==> config.mk <==
export PLATFORM = sky130hd
export DESIGN_NAME = ddr_rd_burst
export DESIGN_NICKNAME = d
export VERILOG_FILES = /design/src/rtl/ddr_rd_pkg.sv /design/src/rtl/ddr_rd_ctrl.sv /design/src/rtl/ddr_rd_addr.sv /design/src/rtl/ddr_rd_rom.sv /design/src/rtl/ddr_rd_io.sv /design/src/rtl/ddr_rd_burst.sv
export SDC_FILE = /design/constraint.sdc
export NUM_CORES = 1
export LEC_CHECK = 0
export ABC_AREA = 1
export BUFFER_PORTS_ARGS = -buffer_cell sky130_fd_sc_hd__clkbuf_2
export CAP_MARGIN = 30
export CORE_ASPECT_RATIO = 1.75
export CORE_UTILIZATION = 50
export DETAILED_ROUTE_END_ITERATION = 8
export PLACE_DENSITY = 0.74
export REMOVE_ABC_BUFFERS = 1
export SYNTH_ARGS = -nofsm -noshare
export SYNTH_HDL_FRONTEND = slang
export SYNTH_HIERARCHICAL = 1
export SYNTH_SLANG_ARGS = --single-unit
==> constraint.sdc <==
create_clock -name clk -period 4.3 [get_ports clk]
set_input_delay 0.215 -clock clk [delete_from_list [all_inputs] [get_ports clk]]
set_output_delay 0.215 -clock clk [all_outputs]
set_load 0.02 [all_outputs]
==> src/rtl/ddr_rd_pkg.sv <==
// Shared types and helpers for the DDR read burst sequencer.
// Assumes burst lengths of 2, 4 or 8 words selected by a 2-bit code.
package ddr_rd_pkg;

    // Longest supported burst in words
    localparam int unsigned MAX_BL    = 8;
    // Clock cycles needed for the longest burst
    localparam int unsigned MAX_BEATS = MAX_BL / 2;
    localparam int unsigned BEAT_W    = $clog2(MAX_BEATS);

    // Sequencer phases
    typedef enum logic [1:0] {
        ST_IDLE  = 2'd0,
        ST_WAIT  = 2'd1,
        ST_PRE   = 2'd2,
        ST_BURST = 2'd3
    } rd_state_e;

    // Number of clock cycles (two words each) for a burst-length code
    function automatic int unsigned beats_of(input logic [1:0] sel);
        case (sel)
            2'b00:   return 1;
            2'b01:   return 2;
            default: return 4;
        endcase
    endfunction

endpackage

==> src/rtl/ddr_rd_ctrl.sv <==
// Command capture and phase sequencing.
// Accepts a READ only in idle, latches column and length, counts the
// latency down, then steps through preamble and burst cycles.
// Assumes a CAS latency of 2 or 3, so one or two wait cycles.
module ddr_rd_ctrl
    import ddr_rd_pkg::*;
#(
    parameter int unsigned COL_W = 4,
    parameter int unsigned LAT_W = 1
) (
    input  logic                 clk,
    input  logic                 rst_n,
    input  logic                 rd_cmd,
    input  logic [COL_W-1:0]     rd_col,
    input  logic                 cl_sel,
    input  logic [1:0]           bl_sel,
    output rd_state_e            state,
    output logic [BEAT_W-1:0]    beat,
    output logic [COL_W-1:0]     col_q,
    output logic [1:0]           bl_q
);

    logic [LAT_W-1:0]  wait_cnt;
    logic [BEAT_W-1:0] last_beat;

    // Index of the final data cycle for the latched length
    always_comb begin
        last_beat = BEAT_W'(beats_of(bl_q) - 1);
    end

    // Phase register, latency counter, beat counter and command latch
    always_ff @(posedge clk) begin
        if (!rst_n) begin
            state    <= ST_IDLE;
            wait_cnt <= '0;
            beat     <= '0;
            col_q    <= '0;
            bl_q     <= '0;
        end else begin
            case (state)
                ST_IDLE: begin
                    if (rd_cmd) begin
                        col_q    <= rd_col;
                        bl_q     <= bl_sel;
                        wait_cnt <= LAT_W'(cl_sel);
                        state    <= ST_WAIT;
                    end
                end
                ST_WAIT: begin
                    if (wait_cnt == '0) begin
                        state <= ST_PRE;
                    end else begin
                        wait_cnt <= wait_cnt - 1'b1;
                    end
                end
                ST_PRE: begin
                    beat  <= '0;
                    state <= ST_BURST;
                end
                default: begin
                    if (beat == last_beat) begin
                        state <= ST_IDLE;
                    end else begin
                        beat <= beat + 1'b1;
                    end
                end
            endcase
        end
    end

endmodule

==> src/rtl/ddr_rd_addr.sv <==
// Burst column generator.
// Produces the two columns read in one data cycle, in sequential order
// with wrap inside the aligned block of burst-length columns.
// Assumes COL_W is at least log2 of the longest burst.
module ddr_rd_addr
    import ddr_rd_pkg::*;
#(
    parameter int unsigned COL_W = 4
) (
    input  logic [COL_W-1:0]  col_q,
    input  logic [1:0]        bl_q,
    input  logic [BEAT_W-1:0] beat,
    output logic [COL_W-1:0]  addr_even,
    output logic [COL_W-1:0]  addr_odd
);

    logic [COL_W-1:0] mask;
    logic [COL_W-1:0] base;
    logic [COL_W-1:0] ofs;

    // Wrap mask, block base and word offset of this cycle
    always_comb begin
        mask = COL_W'(2 * beats_of(bl_q) - 1);
        base = col_q & ~mask;
        ofs  = COL_W'({beat, 1'b0});
    end

    // Columns of the rising-half and falling-half words
    always_comb begin
        addr_even = base | ((col_q + ofs) & mask);
        addr_odd  = base | ((col_q + ofs + 1'b1) & mask);
    end

endmodule

==> src/rtl/ddr_rd_rom.sv <==
// Constant column array with two read ports.
// Each entry is a fixed function of its column; no write path exists.
// Assumes DEPTH stays small (one entry per column).
module ddr_rd_rom #(
    parameter int unsigned          COL_W = 4,
    parameter int unsigned          DW    = 16,
    parameter logic [DW-1:0]        MUL   = 16'h1111,
    parameter logic [DW-1:0]        XORV  = 16'h5A3C
) (
    input  logic [COL_W-1:0] addr_a,
    input  logic [COL_W-1:0] addr_b,
    output logic [DW-1:0]    data_a,
    output logic [DW-1:0]    data_b
);

    localparam int unsigned DEPTH = 1 << COL_W;

    logic [DW-1:0] table_q [DEPTH];

    // One constant entry per column
    for (genvar gi = 0; gi < DEPTH; gi++) begin : g_entry
        assign table_q[gi] = (DW'(gi) * MUL) ^ XORV;
    end

    // Two independent reads
    always_comb begin
        data_a = table_q[addr_a];
        data_b = table_q[addr_b];
    end

endmodule

==> src/rtl/ddr_rd_io.sv <==
// Pin-side shaping of strobe and data.
// Builds the preamble, the edge-aligned strobe and the two-per-cycle
// data from the phase, using the clock level to select the half.
// Assumes outputs are read by a pad driver that tristates on low enable.
module ddr_rd_io
    import ddr_rd_pkg::*;
#(
    parameter int unsigned DW = 16
) (
    input  logic          clk,
    input  rd_state_e     state,
    input  logic [DW-1:0] w_even,
    input  logic [DW-1:0] w_odd,
    output logic          dqs,
    output logic          dqs_oe,
    output logic [DW-1:0] dq,
    output logic          dq_oe
);

    // Enables follow the phase; strobe is driven in preamble and burst
    always_comb begin
        dqs_oe = (state == ST_PRE) || (state == ST_BURST);
        dq_oe  = (state == ST_BURST);
    end

    // Strobe and data track the clock half during the burst, else zero
    always_comb begin
        dqs = dq_oe & clk;
        if (!dq_oe) begin
            dq = '0;
        end else if (clk) begin
            dq = w_even;
        end else begin
            dq = w_odd;
        end
    end

endmodule

==> src/rtl/ddr_rd_burst.sv <==
// DDR read burst strobe sequencer, top level.
// Takes a READ with column, latency and length; emits preamble,
// double-rate data with strobe, postamble and release.
// Assumes a single outstanding burst; commands while busy are dropped.
module ddr_rd_burst
    import ddr_rd_pkg::*;
#(
    parameter int unsigned   COL_W = 4,
    parameter int unsigned   DW    = 16,
    parameter logic [DW-1:0] MUL   = 16'h1111,
    parameter logic [DW-1:0] XORV  = 16'h5A3C
) (
    input  logic             clk,
    input  logic             rst_n,
    input  logic             rd_cmd,
    input  logic [COL_W-1:0] rd_col,
    input  logic             cl_sel,
    input  logic [1:0]       bl_sel,
    output logic             dqs,
    output logic             dqs_oe,
    output logic [DW-1:0]    dq,
    output logic             dq_oe
);

    rd_state_e         state;
    logic [BEAT_W-1:0] beat;
    logic [COL_W-1:0]  col_q;
    logic [1:0]        bl_q;
    logic [COL_W-1:0]  addr_even;
    logic [COL_W-1:0]  addr_odd;
    logic [DW-1:0]     w_even;
    logic [DW-1:0]     w_odd;

    ddr_rd_ctrl #(.COL_W(COL_W), .LAT_W(1)) u_ctrl (
        .clk    (clk),
        .rst_n  (rst_n),
        .rd_cmd (rd_cmd),
        .rd_col (rd_col),
        .cl_sel (cl_sel),
        .bl_sel (bl_sel),
        .state  (state),
        .beat   (beat),
        .col_q  (col_q),
        .bl_q   (bl_q)
    );

    ddr_rd_addr #(.COL_W(COL_W)) u_addr (
        .col_q     (col_q),
        .bl_q      (bl_q),
        .beat      (beat),
        .addr_even (addr_even),
        .addr_odd  (addr_odd)
    );

    ddr_rd_rom #(.COL_W(COL_W), .DW(DW), .MUL(MUL), .XORV(XORV)) u_rom (
        .addr_a (addr_even),
        .addr_b (addr_odd),
        .data_a (w_even),
        .data_b (w_odd)
    );

    ddr_rd_io #(.DW(DW)) u_io (
        .clk    (clk),
        .state  (state),
        .w_even (w_even),
        .w_odd  (w_odd),
        .dqs    (dqs),
        .dqs_oe (dqs_oe),
        .dq     (dq),
        .dq_oe  (dq_oe)
    );

endmodule

==> impl_metrics.tcl <==
set metrics [dict create \
    status "finished, final reports clean" \
    ios 29 \
    synth_seq_cells 11 \
    gr-total-overflow 0 \
    startpoint "clk" \
    area_growth_pct 16.7 \
    dp_hpwl_mm 1.83 \
    synthCells 246 \
    cellLeakagePower_nw 0.937 \
    floorplan.initialDensity_pct 51.9 \
    grt_use_total_pct 20.8 \
    hp-start "cl_sel" \
    drc 0 \
    via_per_inst 4.83 \
    ant_nets 0 \
    synth.avg_cell_area_um2 5.68 \
    p_per_area_nw_per_um2 867 \
    arrival_ns 2.95 \
    hold_slack_ns 0.126 \
    drt_wl_total_mm 2.80 \
    fp-row-count 25 \
    first_pass_iters 4 \
    cts.clk_slew.worst_paths_ns 0.05 \
    instances_no_fill 288 \
    crit_type "clock port to output pin" \
    rsz0062_at_grt "no" \
    max-vdd-ir-drop_mv 0.346 \
    drive_gt1_share_pct 20.7 \
    cp_max_fo 5 \
    nNetsFinal 277 \
    die_y_um 71.9 \
    wl_per_cell_um 9.72 \
    syn_area_um2 1400 \
    antenna_found_initial 0 \
    vias 1391 \
    fillers 264 \
    grt_max_degree 18 \
    grt_pass1_wl_mm 4.77 \
    cts-resized-gates 0 \
    num_antenna_cells 0 \
    setup_tns_ns 0 \
    met2_usage_pct 32.1 \
    hold_violations 0 \
    clk_latency_ns 0.34 \
    power_mw 1.41 \
    die-width_um 41.9 \
    seq_area_frac_synth_pct 15.8 \
    io_buffer_count 28 \
    ys_warn_count 6 \
    dp_slack_ns 1.61 \
    cts_tree "yes" \
    worst_clock_skew_ns 0.00509 \
    use_met3_pct 10.9 \
    place_area_um2 1320 \
    worstMarginPinSlew_ns 0.382 \
    final-max-slew-violation-count 0 \
    dieArea_um2 3020 \
    setup_slack_ns 1.13 \
    grt_util_met1_pct 13.9 \
    required_ns 4.09 \
    gp_congestion 0.841 \
    ys_types 25 \
    crit_path_end_kind "output pin" \
    final_util_pct 60.6 \
    design_area_um2 1630 \
    hold_buffers 0 \
    hp-class "primary input to flop" \
    report.final.setup_viol 0 \
    drt_iter0_drc 46 \
    drv_cap 0 \
    relSlewSlack_pct 74.3 \
    r2r-start "u_ctrl/state[0]" \
    startpoint_type "clock port" \
    busiest_layer "met2" \
    cts_setup_buffers 0 \
    first_global_vias 1532 \
    place_inst 269 \
    coreArea_um2 2690 \
]
==> kinds of logic (layout without fill, tap and decap cells) <==
group           Yosys count  in the layout  share of synthesized area (%)
flops                    11             11                           15.8
fa+ha+maj                 8              8                           7.71
simple gates            129            129                           37.6
buf+inv                  78             93                           30.8
compound gates           18             18                           6.81
xor+xnor                  2              2                           1.25
==> placed cells by master, fill, tap and decap left out, types with 2 or more instances in the layout <==
cell and instances:
nand3_1 7, ha_1 7, clkbuf_16 8, inv_1 42, xor2_1 2, dfxtp_1 11
clkbuf_8 7, nand2_1 63, nand2_2 4, clkbuf_1 4, nor2_1 50, clkbuf_2 28
a21oi_1 4, o21ai_1 2, o21ai_0 10, inv_2 3
==> Yosys cell counts <==
cell | number | area share (%)
nand2_1 | 63 | 17
nor2_1 | 50 | 13
inv_1 | 42 | 11
buf_4 | 25 | 13
dfxtp_1 | 11 | 16
o21ai_0 | 10 | 3.6
ha_1 | 7 | 6.3
nand3_1 | 7 | 2.5
buf_6 | 5 | 4.0
a21oi_1 | 4 | 1.4
nand2_2 | 4 | 1.8
inv_2 | 3 | 0.81
o21ai_1 | 2 | 0.72
xor2_1 | 2 | 1.3
a21boi_1 | 1 | 0.54
buf_2 | 1 | 0.36
clkbuf_1 | 1 | 0.27
clkinv_4 | 1 | 0.63
fa_1 | 1 | 1.4
nand3_2 | 1 | 0.72
nand3b_1 | 1 | 0.54
nor2_2 | 1 | 0.45
nor2_4 | 1 | 0.81
nor2b_1 | 1 | 0.45
o21bai_1 | 1 | 0.54
==> area by class of cell <==
type	instances	area, µm²	share of cell area (%)
Timing Repair Buffer	11	55.1	3.38
Tap cell	27	33.8	2.07
Sequential cell	11	220	13.5
Clock inverter	1	3.75	0.230
Clock buffer	36	397	24.3
Inverter	45	174	10.7
Multi-Input combinational cell	157	746	45.8
==> path summary, 6_finish.rpt <==
check                                        to  slack (ns)  cells past startpoint
worst max-delay path                      dq[6]        1.13                      7
worst min-delay path            u_ctrl/wait_cnt        0.13                      3
worst max register to register  u_ctrl/state[1]        2.78                      8
worst min register to register  u_ctrl/wait_cnt        0.48                      2
==> flip-flops by register name, summed over array words and instances (netlist names) <==
signal / count
u_ctrl/bl_q: 2
u_ctrl/wait_cnt: 1
u_ctrl/col_q: 4
u_ctrl/state: 2
u_ctrl/beat: 2
==> metal layers <==
layer  wire (µm)  up-vias
met3          91        6
li1            -      724
met5           0        -
met2        1580       39
met4          73        0
met1        1050      622
==> power by group <==
group,total [mW],leakage (nW),switching [mW],internal [mW]
sequential,0.171,0.0907,0.0399,0.131
clock,0.871,0.364,0.318,0.553
combinational,0.370,0.483,0.244,0.126
total,1.41,0.937,0.602,0.811
==> worst max-delay path, stage by stage <==
cell and delay, ns:
clkbuf_8 0.11, clkbuf_8 0.15, clkbuf_16 0.15, nand2_1 0.06, nand2_1 0.05, nor2_1 0.09
clkbuf_2 0.17
No activity file was read; power rests on OpenSTA's default activity.
